**src/rtl/acc_pkg.sv**
```systemverilog
package acc_pkg;

    localparam logic [4:0] OP_NOP   = 5'd0;
    localparam logic [4:0] OP_LOAD  = 5'd1;
    localparam logic [4:0] OP_STORE = 5'd2;
    localparam logic [4:0] OP_ADD   = 5'd3;
    localparam logic [4:0] OP_SUB   = 5'd4;
    localparam logic [4:0] OP_MUL   = 5'd5;
    localparam logic [4:0] OP_ADDI  = 5'd6;
    localparam logic [4:0] OP_BZ    = 5'd8;
    localparam logic [4:0] OP_BNZ   = 5'd9;
    localparam logic [4:0] OP_BNEG  = 5'd10;
    localparam logic [4:0] OP_BPOS  = 5'd11;
    localparam logic [4:0] OP_HALT  = 5'd31;

    // fetch -> decode/memory
    typedef struct packed {
        logic        valid;
        logic [31:0] pc;
        logic [31:0] instr;
    } fd_t;

    // decode/memory -> execute
    typedef struct packed {
        logic        valid;
        logic [4:0]  op;
        logic [31:0] imm;
        logic [31:0] pc;
        logic [31:0] mdata;
    } dx_t;

    // execute -> writeback
    typedef struct packed {
        logic        valid;
        logic        wr;
        logic [31:0] res;
        logic        taken;
        logic        is_br;
        logic        is_halt;
        logic [31:0] target;
    } xw_t;

    typedef struct packed {
        logic [31:0] pc;
        logic [31:0] acc;
        logic        halt;
        logic        stop;
        fd_t         fd;
        dx_t         dx;
        xw_t         xw;
    } core_t;

    function automatic logic is_branch(logic [4:0] op);
        return (op == OP_BZ) || (op == OP_BNZ) || (op == OP_BNEG) || (op == OP_BPOS);
    endfunction

endpackage

```
**src/rtl/acc_mem.sv**
```systemverilog
module acc_mem #(
    parameter  int WORDS = 32,
    parameter  int W     = 32,
    parameter  int NRD   = 1,
    localparam int AW    = $clog2(WORDS)
) (
    input  logic                   clk,
    input  logic                   we,
    input  logic [AW-1:0]          waddr,
    input  logic [W-1:0]           wdata,
    input  logic [NRD-1:0][AW-1:0] raddr,
    output logic [NRD-1:0][W-1:0]  rdata
);
    logic [W-1:0] mem_q [WORDS];

    always_ff @(posedge clk) begin
        if (we) mem_q[waddr] <= wdata;
    end

    for (genvar g = 0; g < NRD; g++) begin : g_rd
        assign rdata[g] = mem_q[raddr[g]];
    end
endmodule

```
**src/rtl/acc_exec.sv**
```systemverilog
module acc_exec
    import acc_pkg::*;
(
    input  logic [4:0]  op,
    input  logic [31:0] acc_in,
    input  logic [31:0] mem_in,
    input  logic [31:0] lit,
    output logic [31:0] res,
    output logic        wr,
    output logic        cond
);
    logic [31:0] prod;
    assign prod = acc_in * mem_in;

    always_comb begin
        res = acc_in;
        wr  = 1'b1;
        unique case (op)
            OP_LOAD: res = mem_in;
            OP_ADD:  res = acc_in + mem_in;
            OP_SUB:  res = acc_in - mem_in;
            OP_MUL:  res = prod;
            OP_ADDI: res = acc_in + lit;
            default: wr  = 1'b0;
        endcase
    end

    always_comb begin
        unique case (op)
            OP_BZ:   cond = (acc_in == '0);
            OP_BNZ:  cond = (acc_in != '0);
            OP_BNEG: cond = acc_in[31];
            OP_BPOS: cond = !acc_in[31] && (acc_in != '0);
            default: cond = 1'b0;
        endcase
    end
endmodule

```
**src/rtl/acc_core.sv**
```systemverilog
module acc_core
    import acc_pkg::*;
#(
    parameter  int IMEM_WORDS = 32,
    parameter  int DMEM_WORDS = 32,
    localparam int IAW = $clog2(IMEM_WORDS),
    localparam int DAW = $clog2(DMEM_WORDS)
) (
    input  logic           clk,
    input  logic           rst_n,
    input  logic           prog_we,
    input  logic [IAW-1:0] prog_addr,
    input  logic [31:0]    prog_data,
    input  logic           data_we,
    input  logic [DAW-1:0] data_addr,
    input  logic [31:0]    data_wdata,
    input  logic [DAW-1:0] peek_addr,
    output logic [31:0]    peek_data,
    output logic           halted,
    output logic [31:0]    dbg_acc,
    output logic [31:0]    dbg_pc
);
    core_t st_d, st_q;

    logic [0:0][IAW-1:0] imem_ra;
    logic [0:0][31:0]    imem_rd;
    logic [1:0][DAW-1:0] dmem_ra;
    logic [1:0][31:0]    dmem_rd;
    logic                dm_we;
    logic [DAW-1:0]      dm_wa;
    logic [31:0]         dm_wd;

    logic [31:0] acc_ex, ex_res;
    logic        ex_wr_raw, ex_cond;
    logic [4:0]  dm_op;
    logic        flush, stall, dm_halt, fetch_en, core_we;
    logic        dx_br, xw_br;
    logic [31:0] st_val;

    assign imem_ra[0] = st_q.pc[IAW+1:2];
    assign dmem_ra[0] = st_q.fd.instr[DAW-1:0];
    assign dmem_ra[1] = peek_addr;

    acc_mem #(.WORDS(IMEM_WORDS), .W(32), .NRD(1)) u_imem (
        .clk(clk), .we(prog_we), .waddr(prog_addr), .wdata(prog_data),
        .raddr(imem_ra), .rdata(imem_rd)
    );

    acc_mem #(.WORDS(DMEM_WORDS), .W(32), .NRD(2)) u_dmem (
        .clk(clk), .we(dm_we), .waddr(dm_wa), .wdata(dm_wd),
        .raddr(dmem_ra), .rdata(dmem_rd)
    );

    // accumulator seen by execute: writeback result overrides the register
    assign acc_ex = (st_q.xw.valid && st_q.xw.wr) ? st_q.xw.res : st_q.acc;

    acc_exec u_exec (
        .op(st_q.dx.op), .acc_in(acc_ex), .mem_in(st_q.dx.mdata), .lit(st_q.dx.imm),
        .res(ex_res), .wr(ex_wr_raw), .cond(ex_cond)
    );

    always_comb begin
        dm_op    = st_q.fd.instr[31:27];
        flush    = st_q.xw.valid && st_q.xw.taken;
        dx_br    = st_q.dx.valid && is_branch(st_q.dx.op);
        xw_br    = st_q.xw.valid && st_q.xw.is_br;
        stall    = st_q.fd.valid && (dm_op == OP_STORE) && (dx_br || xw_br);
        core_we  = st_q.fd.valid && (dm_op == OP_STORE) && !stall && !flush;
        dm_halt  = st_q.fd.valid && (dm_op == OP_HALT) && !flush;
        fetch_en = !st_q.stop && !st_q.halt && !dm_halt && !stall;
        st_val   = (st_q.dx.valid && ex_wr_raw) ? ex_res : acc_ex;

        dm_we = data_we || core_we;
        dm_wa = data_we ? data_addr  : st_q.fd.instr[DAW-1:0];
        dm_wd = data_we ? data_wdata : st_val;

        st_d = st_q;

        // writeback
        if (st_q.xw.valid && st_q.xw.wr) st_d.acc = st_q.xw.res;
        if (st_q.xw.valid && st_q.xw.is_halt) st_d.halt = 1'b1;
        st_d.stop = flush ? 1'b0 : (st_q.stop || dm_halt);

        // fetch
        if (flush)         st_d.pc = st_q.xw.target;
        else if (fetch_en) st_d.pc = st_q.pc + 32'd4;

        if (flush)         st_d.fd = '0;
        else if (stall)    st_d.fd = st_q.fd;
        else if (fetch_en) st_d.fd = '{valid: 1'b1, pc: st_q.pc, instr: imem_rd[0]};
        else               st_d.fd = '0;

        // decode / memory -> execute
        if (flush || stall) st_d.dx = '0;
        else st_d.dx = '{valid: st_q.fd.valid, op: dm_op,
                         imm: {{16{st_q.fd.instr[15]}}, st_q.fd.instr[15:0]},
                         pc: st_q.fd.pc, mdata: dmem_rd[0]};

        // execute -> writeback
        if (flush) st_d.xw = '0;
        else st_d.xw = '{valid: st_q.dx.valid,
                         wr: st_q.dx.valid && ex_wr_raw,
                         res: ex_res,
                         taken: st_q.dx.valid && is_branch(st_q.dx.op) && ex_cond,
                         is_br: st_q.dx.valid && is_branch(st_q.dx.op),
                         is_halt: st_q.dx.valid && (st_q.dx.op == OP_HALT),
                         target: st_q.dx.pc + 32'd4 + {st_q.dx.imm[29:0], 2'b00}};
    end

    always_ff @(posedge clk or negedge rst_n) begin
        if (!rst_n) st_q <= '0;
        else        st_q <= st_d;
    end

    assign peek_data = dmem_rd[1];
    assign halted    = st_q.halt;
    assign dbg_acc   = st_q.acc;
    assign dbg_pc    = st_q.pc;

    logic unused_bits;
    assign unused_bits = ^{st_q.fd.instr[26:16], st_q.pc[31:IAW+2], st_q.pc[1:0]};


    acc_hold_chk: assert property (@(posedge clk) disable iff (!rst_n)
        !(st_q.xw.valid && st_q.xw.wr) |=> $stable(st_q.acc));


    branch_target_chk: assert property (@(posedge clk) disable iff (!rst_n)
        (st_q.xw.valid && st_q.xw.taken) |=> (st_q.pc == $past(st_q.xw.target)));


    flush_empty_chk: assert property (@(posedge clk) disable iff (!rst_n)
        (st_q.xw.valid && st_q.xw.taken) |=> (!st_q.fd.valid && !st_q.dx.valid && !st_q.xw.valid));


    store_order_chk: assert property (@(posedge clk) disable iff (!rst_n)
        core_we |-> !(st_q.dx.valid && is_branch(st_q.dx.op)) && !(st_q.xw.valid && st_q.xw.is_br));


    halt_sticky_chk: assert property (@(posedge clk) disable iff (!rst_n)
        st_q.halt |=> (st_q.halt && $stable(st_q.pc) && $stable(st_q.acc)));


    halt_empty_chk: assert property (@(posedge clk) disable iff (!rst_n)
        st_q.halt |-> !st_q.fd.valid && !st_q.dx.valid);
endmodule

```
**config.mk**
```make
export PLATFORM = sky130hd
export DESIGN_NAME = acc_core
export DESIGN_NICKNAME = d
export VERILOG_FILES = /design/src/rtl/acc_pkg.sv /design/src/rtl/acc_mem.sv /design/src/rtl/acc_exec.sv /design/src/rtl/acc_core.sv
export SDC_FILE = /design/constraint.sdc
export NUM_CORES = 2
export LEC_CHECK = 0
export ABC_AREA = 1
export BUFFER_PORTS_ARGS = -buffer_cell sky130_fd_sc_hd__buf_4
export CAP_MARGIN = 5
export CORE_MARGIN = 2
export CORE_UTILIZATION = 40
export CTS_BUF_LIST = sky130_fd_sc_hd__clkbuf_16
export CTS_CLUSTER_SIZE = 14
export DETAILED_ROUTE_END_ITERATION = 12
export PLACE_DENSITY_LB_ADDON = 0.1
export SYNTH_ARGS = -nofsm -noshare
export SYNTH_HDL_FRONTEND = slang
export SYNTH_SLANG_ARGS = --single-unit
```
**constraint.sdc**
```tcl
create_clock -name clk -period 8.1 [get_ports clk]
set_input_delay 0 -clock clk [delete_from_list [all_inputs] [get_ports clk]]
set_output_delay 0 -clock clk [all_outputs]
set_load 0.01 [all_outputs]
```
==> results_dict.tcl <==
set metrics [dict create \
    slew_violations 0 \
    clkTransAtPathRegs_ps 60 \
    status "complete, no violations" \
    track_usage_pct 30.7 \
    muxShareOfSynthArea_pct 0 \
    dp_cells 13900 \
    finClkSkew_ps 79.1 \
    slew_headroom_pct 9.27 \
    tightest_slew_ps 1360 \
    drt_iter0_markers 11800 \
    synth_edf_count 1696 \
    start_util_pct 40.2 \
    drc 0 \
    max_stage_delay_ps 560 \
    worst-path-max-fanout 32 \
    whs_ps 70.2 \
    timing.final.ws_setup_ps 31.1 \
    htreeDepth 4 \
    grt_pass1_vias 84400 \
    nNetsFinal 11300 \
    instances_no_fill 14300 \
    clock.fmax_mhz 124 \
    min_path_cells 2 \
    clk_latency_ps 910 \
    post-route-util_pct 46.2 \
    setup_viol 0 \
    ys_seq_area_share_pct 54.2 \
    clock_sinks 1971 \
    netlist_instances 10500 \
    critPathCaptureType "flop" \
    synth-xor-area-share_pct 0.468 \
    via_count 87300 \
    r2r_cells 31 \
    drive_gt1_share_pct 11.8 \
    ys_ff_latch 1971 \
    path_class "flop to flop" \
    clockRootBuffer "clkbuf_16" \
    gp_congestion 0.972 \
    syn_area_per_cell_sq_um 10.2 \
    numCtsBuffers 226 \
    cts_tree "built" \
    cp.arrival_ps 8640 \
    die-area_sq_mm 0.271 \
    synth_cell_type_count 62 \
    clockBufferDepth 4 \
    grt_max_degree 207 \
    overflow 0 \
    dp_hpwl_mm 264 \
    ys_async_sr_fraction_pct 14.0 \
    fin_crit_sh_pct 99.6 \
    drt.antenna.violating_nets 0 \
    syn_area_sq_mm 0.107 \
    vias_per_cell 6.09 \
    portBuffers 168 \
    max_cap_viol_count 0 \
    num_rows 189 \
    fp.dieH_um 521 \
    critPathSlowestCell "fa_1" \
    hold_path_class "primary input to flop" \
    totalWireLength_mm 427 \
    synthSimpleGateAreaFrac_pct 13.0 \
    drt_pass1_iterations 8 \
    yosys_most_used_dff "edfxtp_1" \
    mostFrequentLayoutCell "nand2_1" \
    cpMostUsedCell "fa_1" \
    critPathRequiredTime_ps 8670 \
    syn_to_final_growth_pct 14.9 \
    finalHoldViolations 0 \
    layout_common_cells "nand2_1 (1870), edfxtp_1 (1696), nor2_1 (1060)" \
    synth_top_family_by_area "compound AO/OA/AOI/OAI gates" \
    min_period_ps 8070 \
    pre_cts_slack_ps -538 \
    yosys_warnings 0 \
    rsz0062_at_grt "true" \
    grt_pass1_wl_mm 608 \
    antenna_found_initial 19 \
    wire_per_inst_um 29.7 \
    synthAdderAreaFrac_pct 10.2 \
    startpoint_type "flop" \
    synth_compound_area_share_pct 16.3 \
    synth_nets 11200 \
    io_pins 180 \
    core-area_sq_mm 0.265 \
    die_x_um 521 \
]
## cells by family (layout without fill, tap and decap cells)
kind of cell             count (synthesis)  after routing
AO/OA/AOI/OAI                         2748           2748
flip-flops                            1971           1971
XOR/XNOR                                57             57
other                                    0              5
adder cells (fa/ha/maj)                623            623
buffers and inverters                 1575           1922
AND/OR/NAND/NOR                       3483           3484
## per-stage QoR
step / setup TNS (ps) / cell area [sq um]
after floorplan: 0 / 107000
after global placement: -76580 / 114000
after detailed placement: -75240 / 114000
after CTS: 0 / 122000
after global routing: -43800 / 123000
final: 0 / 123000
## state kept, by name, indices dropped and copies added, names as in the netlist
signal        cells
u_dmem.mem_q   1024
u_imem.mem_q    672
st_q            200
dbg_acc          32
dbg_pc           32
dm_op             5
dmem_ra           5
halted            1
## cells in the mapped netlist, drive strengths merged (2+ instances only)
cell        n  share of area (%)
a31oi      41               0.24
edfxtp   1696                 48
o21ai     810                3.9
o2111ai     3              0.025
o21bai     12              0.084
xnor2      14               0.11
o32ai      57               0.47
o22ai     106               0.62
a211oi     16               0.11
dfrtp     275                6.4
nor2     1153                4.1
buf       160               0.86
nand3b      9              0.063
inv       751                2.6
a22o        3              0.025
a311oi     12              0.098
ha        213                2.5
a41oi       3              0.025
clkbuf    640                2.3
a32o      139                1.3
nor4       16               0.12
a21oi     872                4.1
a221oi    293                2.4
nand4      29               0.18
o211ai     49               0.34
fa        410                7.7
a21o       16               0.11
a21boi      6              0.042
o31ai       5              0.035
clkinv     24              0.086
o21a       11              0.077
or2        24               0.14
o2111a      2              0.021
a22oi      47               0.33
nor3       57               0.31
nand2    1900                6.7
nand3     291                1.4
o221ai    209                1.7
a32oi      33               0.27
o311ai      3              0.025
xor2       43               0.35
## per-layer routing
metal / share of wire (%) / GRT usage (%) / up-vias
li1: - / - / 37500
met1: 43 / 44.0 / 44100
met2: 44 / 46.7 / 4759
met3: 8.9 / 4.81 / 917
met4: 4.3 / 11.7 / 2
met5: 0.0030 / 0 / -
## path summary, 6_finish.rpt
| check | to | slack, ps | startpoint |
|---|---|---|---|
| worst max register to register | u_dmem.mem_q[8][30]$_DFFE_PP_ | 30 | st_q[67]$_DFF_PN0_ |
| worst max-delay path | u_dmem.mem_q[8][30]$_DFFE_PP_ | 30 | st_q[67]$_DFF_PN0_ |
| min in group asynchronous | st_q[179]$_DFFE_PN0P_ | 370 | rst_n |
| worst min-delay path | u_imem.mem_q[10][15]$_DFFE_PP_ | 70 | prog_data[15] |
| worst min register to register | dbg_pc[0]$_DFFE_PN0P_ | 440 | st_q[0]$_DFF_PN0_ |
| max in group asynchronous | dmem_ra[1]$_DFFE_PN0P_ | 6890 | rst_n |
## critical path: cells and delay by family, from the launching register on
| kind | cells | cell delay, ps |
|---|---|---|
| adder cells (fa/ha/maj) | 9 | 4380 |
| AO/OA/AOI/OAI | 5 | 770 |
| AND/OR/NAND/NOR | 8 | 1080 |
| buffers and inverters | 9 | 1070 |
| flip-flops | 1 | 440 |
## what timing repair did
item	4_1_cts	5_1_grt
setup endpoints to repair	462	576
gates cloned	2	1
hold buffers	64	0
buffers inserted	6	5
resized for setup	86	84
pin swaps	6	24
endpoints found under the hold margin	2021	0
## layout make-up
type	count	area (sq um)
Antenna cell	5	12.5
Clock buffer	227	5680
Clock inverter	182	1490
Fill cell	24600	143000
Inverter	775	2990
Multi-Input combinational cell	6912	43500
Sequential cell	1971	57800
Tap cell	3533	4420
Timing Repair Buffer	738	6650
Power is left out: the tool's default activity adds up to more than one toggle a clock period on the data nets, which glitch-free logic cannot reach.
